$ cat config.mk
export PLATFORM = sky130hd
export DESIGN_NAME = spec_tag_tracker
export DESIGN_NICKNAME = d
export VERILOG_FILES = /design/src/rtl/spec_tag_pkg.sv /design/src/rtl/spec_slot_alloc.sv /design/src/rtl/spec_slot_table.sv /design/src/rtl/spec_entry_window.sv /design/src/rtl/spec_tag_tracker.sv
export SDC_FILE = /design/constraint.sdc
export NUM_CORES = 1
export LEC_CHECK = 0
export ABC_AREA = 1
export CAP_MARGIN = 10
export CORE_MARGIN = 2
export CORE_UTILIZATION = 40
export DETAILED_ROUTE_END_ITERATION = 7
export PLACE_DENSITY_LB_ADDON = 0.3
export SLEW_MARGIN = 15
export SYNTH_ARGS = -nofsm -noshare
export SYNTH_HDL_FRONTEND = slang
export SYNTH_SLANG_ARGS = --single-unit
$ cat constraint.sdc
create_clock -name clk_i -period 4.5 [get_ports clk_i]
set_input_delay 1.125 -clock clk_i [delete_from_list [all_inputs] [get_ports clk_i]]
set_output_delay 1.125 -clock clk_i [all_outputs]
set_load 0.01 [all_outputs]
$ cat src/rtl/spec_tag_pkg.sv
package spec_tag_pkg;
  localparam int unsigned DEF_SLOTS = 4;
  localparam int unsigned DEF_WIN   = 8;
endpackage

$ cat src/rtl/spec_slot_alloc.sv
module spec_slot_alloc #(
  parameter int unsigned NUM_SLOTS = 4,
  parameter int unsigned SLOT_W    = 2
) (
  input  logic                 clk_i,
  input  logic                 rst_ni,
  input  logic                 req_i,
  input  logic [NUM_SLOTS-1:0] busy_post_i,
  output logic [NUM_SLOTS-1:0] oh_o,
  output logic                 gnt_o,
  output logic [SLOT_W-1:0]    slot_o
);
  logic              fire;
  logic [SLOT_W-1:0] pick;

  // descending scan: lowest free slot wins
  always_comb begin
    fire = 1'b0;
    pick = '0;
    for (int k = NUM_SLOTS - 1; k >= 0; k--) begin
      if (!busy_post_i[k]) begin
        fire = req_i;
        pick = SLOT_W'(k);
      end
    end
    oh_o = fire ? (NUM_SLOTS'(1) << pick) : '0;
  end

  always_ff @(posedge clk_i or negedge rst_ni) begin
    if (!rst_ni) begin
      gnt_o  <= 1'b0;
      slot_o <= '0;
    end else begin
      gnt_o <= fire;
      if (fire) slot_o <= pick;
    end
  end

  a_r3_full_refused: assert property (@(posedge clk_i) disable iff (!rst_ni)
    (req_i && (&busy_post_i)) |=> !gnt_o);
endmodule

$ cat src/rtl/spec_slot_table.sv
module spec_slot_table #(
  parameter int unsigned NUM_SLOTS = 4,
  parameter int unsigned SLOT_W    = 2
) (
  input  logic                 clk_i,
  input  logic                 rst_ni,
  input  logic                 res_valid_i,
  input  logic [SLOT_W-1:0]    res_slot_i,
  input  logic                 res_mispred_i,
  input  logic [NUM_SLOTS-1:0] alloc_oh_i,
  output logic [NUM_SLOTS-1:0] busy_o,
  output logic [NUM_SLOTS-1:0] busy_post_o,
  output logic [NUM_SLOTS-1:0] kill_o,
  output logic [NUM_SLOTS-1:0] res_bit_o,
  output logic                 res_hit_o
);
  logic [NUM_SLOTS-1:0] busy_q;
  logic [NUM_SLOTS-1:0] dep_q [NUM_SLOTS];
  logic [NUM_SLOTS-1:0] dep_hit;

  assign res_bit_o = NUM_SLOTS'(1) << res_slot_i;
  assign res_hit_o = res_valid_i && |(busy_q & res_bit_o);

  for (genvar k = 0; k < NUM_SLOTS; k++) begin : g_dep
    assign dep_hit[k] = busy_q[k] && |(dep_q[k] & res_bit_o);
  end

  always_comb begin
    kill_o = '0;
    if (res_hit_o) kill_o = res_mispred_i ? (res_bit_o | dep_hit) : res_bit_o;
  end

  assign busy_post_o = busy_q & ~kill_o;
  assign busy_o      = busy_q;

  always_ff @(posedge clk_i or negedge rst_ni) begin
    if (!rst_ni) busy_q <= '0;
    else         busy_q <= busy_post_o | alloc_oh_i;
  end

  for (genvar k = 0; k < NUM_SLOTS; k++) begin : g_slot
    always_ff @(posedge clk_i or negedge rst_ni) begin
      if (!rst_ni)            dep_q[k] <= '0;
      else if (alloc_oh_i[k]) dep_q[k] <= busy_post_o;
      else                    dep_q[k] <= dep_q[k] & ~kill_o;
    end
  end

  a_r7_dependents_freed: assert property (@(posedge clk_i) disable iff (!rst_ni)
    (res_hit_o && res_mispred_i) |=> ((busy_q & $past(kill_o) & ~$past(alloc_oh_i)) == '0));
  a_r5_slot_freed: assert property (@(posedge clk_i) disable iff (!rst_ni)
    (res_hit_o && !res_mispred_i && !(|(alloc_oh_i & res_bit_o))) |=> !(|(busy_q & $past(res_bit_o))));
endmodule

$ cat src/rtl/spec_entry_window.sv
module spec_entry_window #(
  parameter int unsigned NUM_SLOTS = 4,
  parameter int unsigned WIN_DEPTH = 8,
  parameter int unsigned IDX_W     = 3
) (
  input  logic                 clk_i,
  input  logic                 rst_ni,
  input  logic                 issue_i,
  input  logic [IDX_W-1:0]     issue_idx_i,
  input  logic [NUM_SLOTS-1:0] issue_mask_i,
  input  logic                 res_hit_i,
  input  logic                 res_mispred_i,
  input  logic [NUM_SLOTS-1:0] res_bit_i,
  input  logic [NUM_SLOTS-1:0] kill_i,
  output logic [NUM_SLOTS-1:0] mask_o [WIN_DEPTH],
  output logic [WIN_DEPTH-1:0] valid_o,
  output logic [WIN_DEPTH-1:0] abort_o
);
  logic [WIN_DEPTH-1:0] squash;
  logic [NUM_SLOTS-1:0] bit_present;

  for (genvar i = 0; i < WIN_DEPTH; i++) begin : g_ent
    logic wr;
    assign wr        = issue_i && (issue_idx_i == IDX_W'(i));
    assign squash[i] = res_hit_i && res_mispred_i && valid_o[i] && |(mask_o[i] & res_bit_i);

    always_ff @(posedge clk_i or negedge rst_ni) begin
      if (!rst_ni) begin
        valid_o[i] <= 1'b0;
        mask_o[i]  <= '0;
        abort_o[i] <= 1'b0;
      end else begin
        abort_o[i] <= squash[i];
        // a new issue into the slot overrides the squash of its old occupant
        if (wr) begin
          valid_o[i] <= 1'b1;
          mask_o[i]  <= issue_mask_i;
        end else begin
          if (squash[i]) valid_o[i] <= 1'b0;
          mask_o[i] <= mask_o[i] & ~kill_i;
        end
      end
    end
  end

  always_comb begin
    bit_present = '0;
    for (int i = 0; i < WIN_DEPTH; i++)
      if (valid_o[i]) bit_present = bit_present | mask_o[i];
  end

  a_r6_abort_after_mispred: assert property (@(posedge clk_i) disable iff (!rst_ni)
    (|abort_o) |-> $past(res_hit_i && res_mispred_i));
  a_r5_bit_cleared: assert property (@(posedge clk_i) disable iff (!rst_ni)
    (res_hit_i && !res_mispred_i) |=> !(|(bit_present & $past(res_bit_i))));
endmodule

$ cat src/rtl/spec_tag_tracker.sv
module spec_tag_tracker
  import spec_tag_pkg::*;
#(
  parameter int unsigned NUM_SLOTS = DEF_SLOTS,
  parameter int unsigned WIN_DEPTH = DEF_WIN,
  localparam int unsigned SLOT_W   = (NUM_SLOTS > 1) ? $clog2(NUM_SLOTS) : 1,
  localparam int unsigned IDX_W    = (WIN_DEPTH > 1) ? $clog2(WIN_DEPTH) : 1
) (
  input  logic                 clk_i,
  input  logic                 rst_ni,
  input  logic                 br_req_i,
  output logic                 br_gnt_o,
  output logic [SLOT_W-1:0]    br_slot_o,
  input  logic                 issue_i,
  input  logic [IDX_W-1:0]     issue_idx_i,
  input  logic                 res_valid_i,
  input  logic [SLOT_W-1:0]    res_slot_i,
  input  logic                 res_mispred_i,
  output logic [NUM_SLOTS-1:0] active_mask_o,
  output logic [WIN_DEPTH-1:0] abort_vec_o,
  output logic [WIN_DEPTH-1:0] entry_valid_o,
  input  logic [IDX_W-1:0]     rd_idx_i,
  output logic [NUM_SLOTS-1:0] rd_mask_o
);
  logic [NUM_SLOTS-1:0] busy_post, kill, res_bit, alloc_oh;
  logic                 res_hit;
  logic [NUM_SLOTS-1:0] masks [WIN_DEPTH];

  spec_slot_table #(.NUM_SLOTS(NUM_SLOTS), .SLOT_W(SLOT_W)) u_table (
    .clk_i, .rst_ni,
    .res_valid_i, .res_slot_i, .res_mispred_i,
    .alloc_oh_i (alloc_oh),
    .busy_o     (active_mask_o),
    .busy_post_o(busy_post),
    .kill_o     (kill),
    .res_bit_o  (res_bit),
    .res_hit_o  (res_hit)
  );

  spec_slot_alloc #(.NUM_SLOTS(NUM_SLOTS), .SLOT_W(SLOT_W)) u_alloc (
    .clk_i, .rst_ni,
    .req_i      (br_req_i),
    .busy_post_i(busy_post),
    .oh_o       (alloc_oh),
    .gnt_o      (br_gnt_o),
    .slot_o     (br_slot_o)
  );

  spec_entry_window #(.NUM_SLOTS(NUM_SLOTS), .WIN_DEPTH(WIN_DEPTH), .IDX_W(IDX_W)) u_win (
    .clk_i, .rst_ni,
    .issue_i, .issue_idx_i,
    .issue_mask_i (busy_post),
    .res_hit_i    (res_hit),
    .res_mispred_i,
    .res_bit_i    (res_bit),
    .kill_i       (kill),
    .mask_o       (masks),
    .valid_o      (entry_valid_o),
    .abort_o      (abort_vec_o)
  );

  always_comb begin
    rd_mask_o = '0;
    for (int i = 0; i < WIN_DEPTH; i++)
      if (rd_idx_i == IDX_W'(i)) rd_mask_o = masks[i];
  end

  a_r2_granted_slot_active: assert property (@(posedge clk_i) disable iff (!rst_ni)
    br_gnt_o |-> active_mask_o[br_slot_o]);
endmodule

==> impl_metrics.toml, run 1 <==
[placed_design]
dp_slack_ns = 0.280
dp_hpwl_um = 5940
gp_congestion = 0.852
placed_cells = 516
portBuffers = 40

[critical_path]
r2r_cells = 11
slowest_stage = "clkdlybuf4s50_1"
crit_type = "in -> out"
timing.rr.end = "u_table.busy_o[3]"
required_ns = 3.38
cpPeakStageDelay_ns = 0.56
critical_path_arrival_ns = 3.17
startpoint = "rd_idx_i[1]"
critical_path.top_delay_family = "buffers and inverters"
reg2reg_slack_ns = 2.43
path_cells = "clkdlybuf4s50_1 -> inv_1 -> nand3_1 -> o22ai_1 -> a21oi_1 -> o21ai_0 -> a21oi_1 -> nand4_1 -> clkdlybuf4s50_1"
r2r_start = "u_table.busy_o[2]"
path_buf_inv = 3
path_max_fanout = 5
crit_path_end_kind = "output port"
worst_setup_path_start_kind = "input pin"

[global_routing]
overflow = 0
antenna_found_initial = 0
grt_max_degree = 40
grt_use_total_pct = 20.7
grt_pass1_wl_um = 14000
grt_pass1_vias = 2768

[synthesis]
synth_area_leader_cell = "dfrtp_1"
synthMuxAreaShare_pct = 0
synth_fp_nets = 397
synthSimpleGateAreaFrac_pct = 27.1
synth_fa_ha_area_share_pct = 0
synth-seq-cells = 67
ys_warn_count = 0
yosysTopAreaCellShare_pct = 51.6
netlist_area_mm2 = 0.00325
synthesis.instances = 383
synth_top_family_by_area = "simple AND/OR/NAND/NOR gates"
synth_seq_area_share_pct = 51.6
synth.distinct_cells = 26
synth-compound-area-share_pct = 14.0
avgSynthCellArea_um2 = 8.49
synthXorXnorAreaFrac_pct = 0
synth_area_leaders = "dfrtp_1 52%, nand3_1 10%, nand2_1 8.9%"

[sta]
skew_ns = 0.00987
hold_viol = 0
period_minus_slack_ns = 4.30
fin_crit_sh_pct = 95.5
rsz0062_at_grt = "false"
clock.fmax_ghz = 0.233
fin_ws_ns = 0.202
setup_violations = 0
slew-limit-headroom_pct = 41.0
slew_violations = 0
worst-slew-pin-transition_ns = 0.884
setup_tns_ns = 0
whs_ns = 0.484

[finish]
final_core_util_pct = 50.0
diodes = 0
final_common_cell = "nand2_1"
multiInputGateArea_mm2 = 0.00134
most-common-layout-cells = "77 x nand2_1, 67 x dfrtp_1, 65 x nand3_1"
syn2layout_area_growth_pct = 20.1
final_nets = 439
layout.area.seq_mm2 = 0.00168
drive_gt1_share_pct = 10.7
n_fill_cell = 755
layoutNonFillerInstCount = 532

[routing]
firstDrtPassIters = 5
routed_wl_um = 8380
drt-initial-drc-count = 251
antenna_left = 0
num_vias = 2862
wire_per_inst_um = 15.7
drc_errors = 0
vias_per_cell = 5.38

[floorplanning]
die_w_um = 94.1
die_h_um = 94.1
ios = 41
rows = 32
die-area_mm2 = 0.00886
initial_core_util_pct = 41.6
core-area_mm2 = 0.00781

[cts]
clk_pin_slew_ns = 0.07
cts_setup_buffers = 0
root_buffer = "clkbuf_8"
holdBufCountCts = 0
clk_path_buf_depth = 2
htreeDepth = 3
clk_latency_ns = 0.34
cts_tree = "yes"
cts_resized = 0
numCtsBuffers = 9
cts.sinks = 67

[power]
vdd_drop_max_uv = 187
p_leak_nw = 1.81
powerDensity_mw_per_mm2 = 555

[min_path]
holdCritStartpoint = "u_alloc.slot_o[0]"
hold_depth = 2
min_path_type = "reg -> reg"
holdPathEnd = "u_alloc.slot_o[0]"

[run_status]
status = "complete, no violations"

[flow_run]
maxCapViolations = 0
[per-stage QoR]
step	area (um^2)	total power, mW
CTS	3900	2.18
global placement	3720	1.71
floorplan	3250	1.40
finish	3900	2.17
global route	3900	2.32
detailed placement	3720	1.72
[worst max path at each step]
| stage | end | depth (start not counted) | slack, ns |
|---|---|---|---|
| after floorplan | rd_mask_o[0] | 7 | 1.53 |
| after global placement | rd_mask_o[3] | 9 | 0.36 |
| after detailed placement | rd_mask_o[3] | 9 | 0.28 |
| after CTS | rd_mask_o[3] | 9 | 0.27 |
| after global routing | rd_mask_o[3] | 9 | 0.12 |
| final | rd_mask_o[3] | 9 | 0.20 |
[synthesized netlist by cell type, drive strengths merged]
cell	n
inv	42
nand4	5
nor2	13
nand3	67
a21oi	10
clkbuf	7
a21boi	2
nand2	85
o22ai	10
buf	6
o21ai	55
dfrtp	67
nor3	9
a221oi	5
[metal layers]
layer  part of all wire [%]  track usage [%]  up-vias
li1                       -                -     1382
met1                     45             28.4     1357
met2                     47             31.5      109
met3                    6.5             5.14       14
met4                    1.5             7.97        0
met5                      0                0        -
[where the power goes]
group          total (mW)  switching [mW]  internal, mW
Combinational       0.750           0.430         0.321
Sequential          0.961           0.150         0.811
Clock               0.454           0.226         0.228
Total                2.17           0.806          1.36
[registers in the layout, indices dropped and copies added (netlist names)]
register	flops
u_alloc.gnt_o	1
u_alloc.slot_o	2
u_table.busy_o	4
u_table.dep_q	12
u_win.abort_o	8
u_win.mask_o	32
u_win.valid_o	8
[cell type report]
type	instances	share of cell area [%]
repair buffers	44	10.9
well taps	102	3.27
clock inverters	4	0.641
clock buffers	12	3.97
multi-input cells	261	34.2
flip-flops and latches	67	42.9
inverters	42	4.04
[cell families after synthesis]
family	Yosys count
buf+inv	55
simple gates	179
flops	67
compound gates	82
[worst min-delay path, delay by kind of cell, from the launching register on]
| family | cells | cell delay [ns] |
|---|---|---|
| simple gates | 2 | 0.11 |
| flops | 1 | 0.34 |
(Power assumes the default switching activity.)
==> run 2, diff against run 1 <==
CORE_UTILIZATION = 35   (was 40)
==> impl_metrics.toml, run 2 (synthesis results as in run 1) <==
[power]
internal_power_mw = 1.36
power_mw = 2.15
powerDensity_mw_per_mm2 = 550
p_leak_nw = 1.80
p_comb_share_pct = 34.8
vdd_drop_max_uv = 215
p_switching_uw = 791
p_seq_share_pct = 44.7
clockPowerShare_pct = 20.5
switching_share_pct = 36.9

[sta]
setup_tns_ns = 0
rsz0062_at_grt = "false"
setup_violations = 0
period_minus_slack_ns = 4.30
hold_viol = 0
slew-limit-headroom_pct = 52.5
worst-slew-pin-transition_ns = 0.713
fin_ws_ns = 0.205
whs_ns = 0.485
clock.fmax_ghz = 0.233
slew_violations = 0
fin_crit_sh_pct = 95.4
skew_ns = 0.00665

[placed_design]
postPlaceCellArea_mm2 = 0.00373
placed_cells = 525
gp_congestion = 0.851
dp_slack_ns = 0.281
dp_hpwl_um = 6020
portBuffers = 40

[finish]
drive_gt1_share_pct = 10.3
final_core_util_pct = 42.8
most-common-layout-cells = "77 x nand2_1, 67 x dfrtp_1, 65 x nand3_1"
final_nets = 439
layout.area.seq_mm2 = 0.00168
layoutNonFillerInstCount = 539
n_fill_cell = 932
syn2layout_area_growth_pct = 20.1
fin_area_mm2 = 0.00390
top_register = "u_win.mask_o"
diodes = 0
largestRegisters = "u_win.mask_o (32), u_table.dep_q (12)"
multiInputGateArea_mm2 = 0.00134
largest_reg_flops = 32
final_common_cell = "nand2_1"

[cts]
clk_pin_slew_ns = 0.07
cts_tree = "yes"
numCtsBuffers = 9
root_buffer = "clkbuf_8"
cts_setup_buffers = 0
clk_latency_ns = 0.34
htreeDepth = 3
cts_resized = 0
holdBufCountCts = 0
cts.sinks = 67
clk_path_buf_depth = 2

[floorplanning]
die_h_um = 100
ios = 41
initial_core_util_pct = 35.7
die-area_mm2 = 0.0101
rows = 35
core-area_mm2 = 0.00911
die_w_um = 100

[global_routing]
grt_max_degree = 38
overflow = 0
grt_pass1_vias = 2687
antenna_found_initial = 0
grt_use_total_pct = 18.2
grt_pass1_wl_um = 13900

[critical_path]
crit_type = "in -> out"
critical_path_arrival_ns = 3.17
worst_setup_path_start_kind = "input pin"
crit_path_end_kind = "output port"
required_ns = 3.38
cpPeakStageDelay_ns = 0.56
path_cells = "clkdlybuf4s50_1 -> inv_1 -> nand3_1 -> o22ai_1 -> a21oi_1 -> o21ai_0 -> a21oi_1 -> nand4_1 -> clkdlybuf4s50_1"
path_max_fanout = 5
slowest_stage = "clkdlybuf4s50_1"

[routing]
firstDrtPassIters = 5
drc_errors = 0
drt-initial-drc-count = 202
vias_per_cell = 5.34
antenna_left = 0
routed_wl_um = 8500
num_vias = 2878
wire_per_inst_um = 15.8

[flow_run]
maxCapViolations = 0

[min_path]
min_path_type = "reg -> reg"

[run_status]
status = "complete, no violations"
## run 2: worst max-delay path, delay by kind of cell
family | cells | cell delay (ns)
AND/OR/NAND/NOR | 2 | 0.33
AO/OA/AOI/OAI | 4 | 0.56
buffers and inverters | 3 | 1.17
## run 2: power groups by stage
stage,clock network [mW],registers (mW),logic [mW]
6_report,0.440,0.959,0.748
5_1_grt,0.477,0.984,0.844
4_1_cts,0.450,0.957,0.754
3_5_place_dp,0,0.968,0.750
3_3_place_gp,0,0.964,0.741
2_1_floorplan,0,0.959,0.442
## run 2: layout make-up
type / count / share of cell area (%)
Clock buffer: 12 / 3.98
Clock inverter: 2 / 0.321
Inverter: 42 / 4.04
Multi-Input combinational cell: 261 / 34.2
Sequential cell: 67 / 43.0
Tap cell: 111 / 3.56
Timing Repair Buffer: 44 / 10.9
## run 2: path summary, 6_finish.rpt
kind                       cells after the start  slack, ns                 to         startpoint
max reg2reg                                   10       2.46  u_table.dep_q[10]  u_table.busy_o[3]
min                                            2       0.48  u_alloc.slot_o[0]  u_alloc.slot_o[0]
max                                            9       0.20       rd_mask_o[1]        rd_idx_i[1]
min in group asynchronous                      1       0.83   u_win.abort_o[4]             rst_ni
min reg2reg                                    2       0.48  u_alloc.slot_o[0]  u_alloc.slot_o[0]
max in group asynchronous                      2       2.71   u_win.mask_o[11]             rst_ni
## run 2: routing by layer
metal	routed length (um)	up-vias	track usage, %
li1	-	1378	-
met1	3880	1377	25.6
met2	3910	112	27.5
met3	596	11	4.60
met4	122	0	5.90
met5	0	-	0
==> run 3, diff against run 2 <==
GPL_ROUTABILITY_DRIVEN = 0   (was default)
==> impl_metrics.toml, run 3 (synthesis results as in run 1) <==
[floorplanning]
die-area_mm2 = 0.0101
die_w_um = 100
die_h_um = 100
core-area_mm2 = 0.00911
initial_core_util_pct = 35.7
rows = 35
ios = 41

[global_routing]
antenna_found_initial = 0
grt_pass1_vias = 2798
grt_use_total_pct = 18.4
grt_max_degree = 60
overflow = 0
use_met2_pct = 28.4
grt_use_met3_pct = 4.53
top_usage_layer = "met2"
grt_pass1_wl_um = 14300
grtUsageMet1_pct = 26.2

[finish]
drive_gt1_share_pct = 10.5
top_register = "u_win.mask_o"
largest_reg_flops = 32
diodes = 0
syn2layout_area_growth_pct = 21.3
final_common_cell = "nand2_1"
final_core_util_pct = 43.3
most-common-layout-cells = "77 x nand2_1, 67 x dfrtp_1, 65 x nand3_1"
final_nets = 439
n_fill_cell = 928
largestRegisters = "u_win.mask_o (32), u_table.dep_q (12)"

[cts]
root_buffer = "clkbuf_8"
htreeDepth = 3
cts_tree = "yes"
clk_latency_ns = 0.34
cts_setup_buffers = 0
holdBufCountCts = 0
cts.sinks = 67
cts_resized = 0
clk_pin_slew_ns = 0.08
clk_path_buf_depth = 2
numCtsBuffers = 9

[critical_path]
required_ns = 3.38
path_cells = "clkdlybuf4s50_1 -> inv_1 -> nand3_1 -> o22ai_1 -> a21oi_1 -> o21ai_0 -> a21oi_1 -> nand4_1 -> clkdlybuf4s50_1"
path_buf_inv = 3
critical_path_arrival_ns = 3.00
path_max_fanout = 5
cpPeakStageDelay_ns = 0.55
crit_type = "in -> out"
worst_setup_path_start_kind = "input pin"
critical_path.top_delay_family = "buffers and inverters"
crit_path_end_kind = "output port"
slowest_stage = "clkdlybuf4s50_1"

[sta]
fin_crit_sh_pct = 91.6
worst-slew-pin-transition_ns = 0.746
setup_tns_ns = 0
slew_violations = 0
clock.fmax_ghz = 0.243
setup_violations = 0
hold_viol = 0
skew_ns = 0.0142
period_minus_slack_ns = 4.12
slew-limit-headroom_pct = 50.2
rsz0062_at_grt = "false"

[power]
switching_share_pct = 36.3
p_leak_nw = 1.82
internal_power_mw = 1.44
p_comb_share_pct = 33.6
vdd_drop_max_uv = 207
p_seq_share_pct = 42.4
clockPowerShare_pct = 23.9
power_mw = 2.26
p_switching_uw = 822
powerDensity_mw_per_mm2 = 574

[routing]
num_vias = 2930
routed_wl_um = 8720
drc_errors = 0
vias_per_cell = 5.42
firstDrtPassIters = 5
wire_per_inst_um = 16.1
drt-initial-drc-count = 167
antenna_left = 0

[placed_design]
portBuffers = 40
dp_hpwl_um = 6130

[min_path]
min_path_type = "reg -> reg"

[flow_run]
maxCapViolations = 0

[run_status]
status = "complete, no violations"
run 3: layout make-up:
class	instances	area, um^2	area share (%)
clock buffer	11	131	3.33
clock inverter	5	77.6	1.97
inverter	42	158	4.00
multi-input combinational	261	1340	33.9
sequential	67	1680	42.5
tap	111	139	3.52
timing repair buffer	44	425	10.8
run 3: worst paths after layout:
path	endpoint	start	slack [ns]	cells past startpoint
setup reg to reg	u_table.dep_q[13]	u_table.busy_o[2]	2.43	9
max in group asynchronous	u_table.dep_q[15]	rst_ni	2.89	2
setup / recovery	rd_mask_o[0]	rd_idx_i[1]	0.38	9
hold reg to reg	u_alloc.slot_o[1]	u_alloc.slot_o[1]	0.48	2
min in group asynchronous	u_win.abort_o[2]	rst_ni	0.61	1
hold / removal	u_alloc.slot_o[1]	u_alloc.slot_o[1]	0.48	2
run 3: worst min-delay path, cell delays in order (launching register included):
cell     delay [ns]
dfrtp_1        0.35
nand2_1        0.05
nand2_1        0.05
run 3: metrics by stage:
step	hold slack [ns]	std cells	worst slack (ns)	area, um^2
final	0.480	541	0.378	3940
after global routing	0.507	541	0.187	3940
after CTS	0.485	541	0.391	3940
after detailed placement	0.463	525	0.400	3730
after global placement	0.467	525	0.450	3730
after floorplan	0.449	383	1.53	3250
run 3: power by group through the flow:
stage	Combinational (mW)	Sequential (mW)	Clock [mW]
floorplan	0.442	0.959	0
CTS	0.765	0.960	0.551
global route	0.857	0.984	0.573
detailed placement	0.760	0.971	0
global placement	0.749	0.968	0
finish	0.761	0.961	0.542
run 3: metal layers:
metal  up-vias  share of wire, %  routed length, um
met4         0               1.8                153
met5         -                 0                  0
met1      1408                45               3940
met3        14               7.6                664
met2       128                45               3960
li1       1380                 -                  -
